$ cat src/rtl/trap_eval_pkg.sv
package trap_eval_pkg;
  localparam int MASK_W  = 5;
  localparam int CAUSE_W = 4;
  localparam logic [CAUSE_W-1:0] CAUSE_NONE = 4'h0;
  localparam logic [CAUSE_W-1:0] CAUSE_TRAP = 4'h2;

  // field order matches the mask bit positions, MSB first
  typedef struct packed {
    logic s_lt;
    logic s_gt;
    logic eq;
    logic u_lt;
    logic u_gt;
  } rel_t;
endpackage

$ cat src/rtl/trap_rel_unit.sv
module trap_rel_unit
  import trap_eval_pkg::*;
#(
  parameter int DATA_W = 64,
  parameter int WORD_W = 32
) (
  input  logic [DATA_W-1:0] a,
  input  logic [DATA_W-1:0] b,
  input  logic              wide,
  output rel_t              rel
);
  localparam int DIFF_W = DATA_W + 1;

  logic [DATA_W-1:0] a_x, b_x;
  logic              msb_a, msb_b;
  logic [DIFF_W-1:0] diff;
  logic              borrow, zero, s_less;

  generate
    if (DATA_W > WORD_W) begin : g_narrow
      always_comb begin
        a_x   = wide ? a : {{(DATA_W-WORD_W){1'b0}}, a[WORD_W-1:0]};
        b_x   = wide ? b : {{(DATA_W-WORD_W){1'b0}}, b[WORD_W-1:0]};
        msb_a = wide ? a[DATA_W-1] : a[WORD_W-1];
        msb_b = wide ? b[DATA_W-1] : b[WORD_W-1];
      end
    end else begin : g_single
      always_comb begin
        a_x   = a;
        b_x   = b;
        msb_a = a[DATA_W-1] | (wide & 1'b0);
        msb_b = b[DATA_W-1];
      end
    end
  endgenerate

  // one shared subtractor serves all five relations
  always_comb begin
    diff   = {1'b0, a_x} - {1'b0, b_x};
    borrow = diff[DIFF_W-1];
    zero   = (diff[DATA_W-1:0] == '0);
    s_less = borrow ^ msb_a ^ msb_b;
    rel.u_lt = borrow;
    rel.u_gt = ~borrow & ~zero;
    rel.eq   = zero;
    rel.s_lt = s_less;
    rel.s_gt = ~s_less & ~zero;
  end
endmodule

$ cat src/rtl/trap_mask_sel.sv
module trap_mask_sel
  import trap_eval_pkg::*;
(
  input  rel_t              rel,
  input  logic [MASK_W-1:0] mask,
  output logic              hit
);
  logic [MASK_W-1:0] gated;

  generate
    for (genvar i = 0; i < MASK_W; i++) begin : g_gate
      assign gated[i] = rel[i] & mask[i];
    end
  endgenerate

  assign hit = |gated;
endmodule

$ cat src/rtl/trap_eval.sv
module trap_eval
  import trap_eval_pkg::*;
#(
  parameter int DATA_W = 64,
  parameter int WORD_W = 32
) (
  input  logic                clk,
  input  logic                rst_n,
  input  logic                in_valid,
  input  logic [DATA_W-1:0]   op_a,
  input  logic [DATA_W-1:0]   op_b,
  input  logic [MASK_W-1:0]   cond_mask,
  input  logic                dword_mode,
  output logic                trap_req,
  output logic [CAUSE_W-1:0]  trap_cause
);
  rel_t               rel;
  logic               hit;
  logic               req_q, req_d;
  logic [CAUSE_W-1:0] cause_q, cause_d;

  trap_rel_unit #(.DATA_W(DATA_W), .WORD_W(WORD_W)) u_rel (
    .a    (op_a),
    .b    (op_b),
    .wide (dword_mode),
    .rel  (rel)
  );

  trap_mask_sel u_sel (
    .rel  (rel),
    .mask (cond_mask),
    .hit  (hit)
  );

  always_comb begin
    req_d   = in_valid & hit;
    cause_d = req_d ? CAUSE_TRAP : CAUSE_NONE;
  end

  always_ff @(posedge clk or negedge rst_n) begin
    if (!rst_n) begin
      req_q   <= 1'b0;
      cause_q <= CAUSE_NONE;
    end else begin
      req_q   <= req_d;
      cause_q <= cause_d;
    end
  end

  assign trap_req   = req_q;
  assign trap_cause = cause_q;
endmodule

$ cat config.mk
export PLATFORM = sky130hd
export DESIGN_NAME = trap_eval
export DESIGN_NICKNAME = d
export VERILOG_FILES = /design/src/rtl/trap_eval_pkg.sv /design/src/rtl/trap_rel_unit.sv /design/src/rtl/trap_mask_sel.sv /design/src/rtl/trap_eval.sv
export SDC_FILE = /design/constraint.sdc
export NUM_CORES = 1
export LEC_CHECK = 0
export BUFFER_PORTS_ARGS = -buffer_cell sky130_fd_sc_hd__buf_4
export CAP_MARGIN = 20
export CORE_UTILIZATION = 56
export CTS_BUF_LIST = sky130_fd_sc_hd__clkbuf_2 sky130_fd_sc_hd__clkbuf_4 sky130_fd_sc_hd__clkbuf_8
export DETAILED_ROUTE_END_ITERATION = 10
export PLACE_DENSITY = 0.84
export SKIP_CTS_REPAIR_TIMING = 1
export SLEW_MARGIN = 20
export SYNTH_ARGS = -nofsm -noshare
export SYNTH_HDL_FRONTEND = slang
export SYNTH_SLANG_ARGS = --single-unit
$ cat constraint.sdc
create_clock -name clk -period 0.8 [get_ports clk]
set_input_delay 0.04 -clock clk [delete_from_list [all_inputs] [get_ports clk]]
set_output_delay 0.04 -clock clk [all_outputs]
set_load 0.005 [all_outputs]
==> impl_metrics.py, run 1 <==
metrics = {
    "status": {
        "status": "aborted with a tool error",
        "lastStage": "global routing",
        "tool.error": "[ERROR GRT-0232] Routing congestion too high. Check the congestion heatmap in the GUI.",
    },
    "timing": {
        "endpoint_type": "register input",
        "postGrtWorstEndpoint": "trap_cause[1]$_DFF_PN0_/D",
    },
    "yosys": {
        "syn_inst": 878,
        "synth.yosys.seq_area_share_pct": 0.464,
        "synth-main-ff-cell": "dfrtp_1",
        "syn_area_um2": 5400,
        "synthDistinctLibCells": 70,
        "syn_avg_cell_area_um2": 6.15,
        "synth-seq-cells": 1,
        "synth_edf_count": 0,
        "synth-warning-count": 0,
        "synthArstFlopShare_pct": 100,
    },
    "floorplan": {
        "rows": 35,
        "die_h_um": 100,
        "die_x_um": 100,
        "start_util_pct": 58.1,
        "io_pins": 142,
    },
    "global_route": {
        "grt_usage_pct": 75.1,
        "overflow": 4,
        "grt_max_degree": 43,
    },
    "place": {
        "port_buffers": 138,
        "gp_congestion": 1.09,
        "place_area_um2": 8500,
        "hpwl_um": 21400,
    },
}
==> cell usage after synthesis (17+ instances only) <==
library cell	instances	area share, %
inv_1	54	3.8
o21ai_0	58	5.4
and2_1	40	4.6
nor3_1	22	2.0
a21oi_1	108	10
nand2_1	135	9.4
nor2_1	60	4.2
clkbuf_1	36	2.5
ha_1	64	15
nand3_1	17	1.6
nand4_1	27	3.1
xnor2_1	19	3.1
==> kinds of logic after synthesis <==
group | after synthesis | share of synthesized area, %
AND/OR/NAND/NOR | 366 | 33.5
flip-flops | 1 | 0.464
adder cells (fa/ha/maj) | 65 | 15.2
buffers and inverters | 102 | 7.56
AO/OA/AOI/OAI | 302 | 36.3
XOR/XNOR | 32 | 5.19
multiplexers | 9 | 1.74
other | 1 | 0.0695
==> per-stage QoR <==
| step | setup WS (ns) | hold WS, ns | instances | utilization, % | TNS (ns) |
|---|---|---|---|---|---|
| 2_1_floorplan | -2.23 | -0.256 | 880 | - | -2.23 |
| 3_3_place_gp | -2.57 | -0.184 | 1373 | 91.5 | -2.57 |
| 4_1_cts | -2.95 | -0.180 | 1373 | 91.5 | -2.95 |
| 3_5_place_dp | -2.93 | -0.180 | 1373 | 91.5 | -2.93 |
==> metal layers <==
layer  GRT usage (%)  overflow
met1            70.6         1
met2            93.0         2
met3            62.5         0
met4            77.7         1
met5            34.9         0
==> inputs of run 2 (changes only) <==
Settings changed: CORE_UTILIZATION 56 to 40, CTS_BUF_LIST sky130_fd_sc_hd__clkbuf_2 sky130_fd_sc_hd__clkbuf_4 sky130_fd_sc_hd__clkbuf_8 to default, PLACE_DENSITY 0.84 to default, PLACE_DENSITY_LB_ADDON from default to 0.15.
==> run 2 against run 1 <==
  * The flow now finishes, with violations (setup timing)
  * Synthesized area unchanged
  * Synthesized cell count unchanged
==> impl_metrics.py, run 2 <==
metrics = {
    "timing": {
        "tightest_slew_ns": 0.811,
        "rsz0062_at_grt": "true",
        "post-route-period-util_pct": 442,
        "slew_headroom_pct": 45.4,
        "fin_ws_ns": -2.74,
        "hold_violations": 0,
        "finalSetupViolations": 1,
        "fmax_ghz": 0.283,
        "finalCriticalPeriod_ns": 3.54,
        "slew_viol_final": 0,
    },
    "place": {
        "pre_cts_slack_ns": -2.89,
        "place_area_um2": 8730,
        "gp_congestion": 0.972,
        "dp.cells": 1442,
        "hpwl_um": 18400,
        "port_buffers": 138,
    },
    "global_route": {
        "antenna_found_initial": 0,
        "grt_pass1_vias": 7397,
        "grt_usage_pct": 29.3,
        "grt_pass1_wl_um": 34300,
        "grt_max_degree": 35,
        "overflow": 0,
    },
    "yosys": {
        "ys_top_cells_by_area": "ha_1, a21oi_1, nand2_1, o21ai_0, and2_1",
        "synthDistinctLibCells": 70,
        "synth_edf_count": 0,
        "syn_inst": 878,
        "syn_area_um2": 5400,
        "synth-seq-cells": 1,
        "synth.most_common_cell": "nand2_1",
        "synth-main-ff-cell": "dfrtp_1",
        "syn_avg_cell_area_um2": 6.15,
        "synth-warning-count": 0,
        "netlist.area_leader.share_pct": 14.8,
        "synth.yosys.seq_area_share_pct": 0.464,
        "netlist_top_cells_count": "nand2_1, a21oi_1, ha_1",
        "synth_top_area_cell": "ha_1",
        "synthArstFlopShare_pct": 100,
    },
    "floorplan": {
        "die_x_um": 118,
        "io_pins": 142,
        "dieArea_um2": 14000,
        "rows": 42,
        "die_h_um": 118,
        "core_area_um2": 13200,
        "start_util_pct": 40.9,
    },
    "route": {
        "via_per_inst": 5.47,
        "ant_nets": 0,
        "wl_per_cell_um": 14.5,
        "vias": 7891,
        "drt_iter0_markers": 543,
        "first_pass_iters": 4,
        "wl_um": 20900,
        "drc": 0,
    },
    "finish": {
        "final_util_pct": 66.5,
        "multi_input_area_um2": 5030,
        "stdcell_count": 1443,
        "final-seq-area_um2": 25.0,
        "nets": 1471,
        "final_area_um2": 8770,
        "layout-drive-gt1-share_pct": 36.7,
        "layout_commonest_cell": "buf_4",
        "final_cell_mix": "buf_4, nand2_1, a21oi_1",
        "largest_reg_flops": 1,
        "area.growth.synth_to_final_pct": 62.5,
        "nFillCells": 1309,
        "antenna-diode-count": 0,
    },
    "status": {
        "status": "finished, violations left",
        "violations": "setup timing",
    },
    "critical_path": {
        "path_class": "input pin to flop",
        "required_ns": 0.67,
        "end_kind": "flop",
        "startpoint_type": "input pin",
        "critPathMaxFanout": 4,
        "worstPathArrival_ns": 3.40,
    },
    "pwr": {
        "peakVddDrop_v": 0.000410,
        "p_leak_nw": 4.36,
        "p_per_area_nw_per_um2": 843,
    },
    "hold_path": {
        "hp-class": "input pin to flop",
    },
    "job": {
        "cap_viol_max_count": 0,
    },
    "cts": {
        "path_clk_slew_ns": 0,
    },
}
-- run 2: final cells by class --
cell class | count | share of cell area (%)
well taps | 176 | 2.51
multi-input cells | 777 | 57.4
inverters | 54 | 2.40
flip-flops and latches | 1 | 0.285
repair buffers | 435 | 37.4
-- run 2: cells by family (layout without fill, tap and decap cells) --
family / after synthesis / after routing / synth area share [%]
AOI/OAI and AO/OA: 302 / 302 / 36.3
xor gates and xnor gates: 32 / 32 / 5.19
adders and majority gates: 65 / 65 / 15.2
buffers and inverters: 102 / 489 / 7.56
DFF: 1 / 1 / 0.464
muxes: 9 / 9 / 1.74
other: 1 / 3 / 0.0695
and+or+nand+nor: 366 / 366 / 33.5
-- run 2: final timing paths --
path / from / end / slack, ns / depth (start not counted)
min: in_valid / trap_cause[1] / 0.32 / 3
min in group asynchronous: rst_n / trap_cause[1] / 0.38 / 2
max: op_a[0] / trap_cause[1] / -2.74 / 15
max in group asynchronous: rst_n / trap_cause[1] / 0.34 / 2
-- run 2: power breakdown --
group	leakage, nW	total (W)	internal (W)	switching (W)
combinational	4.35	0.00733	0.00375	0.00358
clock	0	0	0	0
sequential	0.0123	0.0000598	0.0000571	0.00000265
total	4.36	0.00739	0.00381	0.00358
-- run 2: through the flow --
step                hold WS [ns]  setup TNS, ns  total power, W
floorplan                 -0.256          -2.23         0.00372
global placement          -0.184          -2.87         0.00717
detailed placement        -0.184          -2.89         0.00722
CTS                       -0.184          -2.94         0.00727
global route               0.335          -2.94         0.00805
finish                     0.322          -2.74         0.00739
-- run 2: critical path: stages --
cell	delay (ns)
buf_4	0.11
inv_8	0.03
ha_4	0.15
fa_2	0.37
and2b_1	0.22
o2111ai_2	0.18
a2111oi_4	0.43
nor3_2	0.11
o31a_1	0.31
o211a_4	0.27
a2111oi_4	0.41
o211ai_1	0.24
a221o_1	0.39
nand3_1	0.07
mux2i_1	0.07
-- run 2: routing by layer --
layer	up-vias	track usage (%)	wire, um
met5	-	0	0
met4	0	5.85	463
met3	34	1.79	1160
met2	264	50.1	9370
met1	3572	40.2	9930
li1	4021	-	-
(Power assumes the default switching activity.)
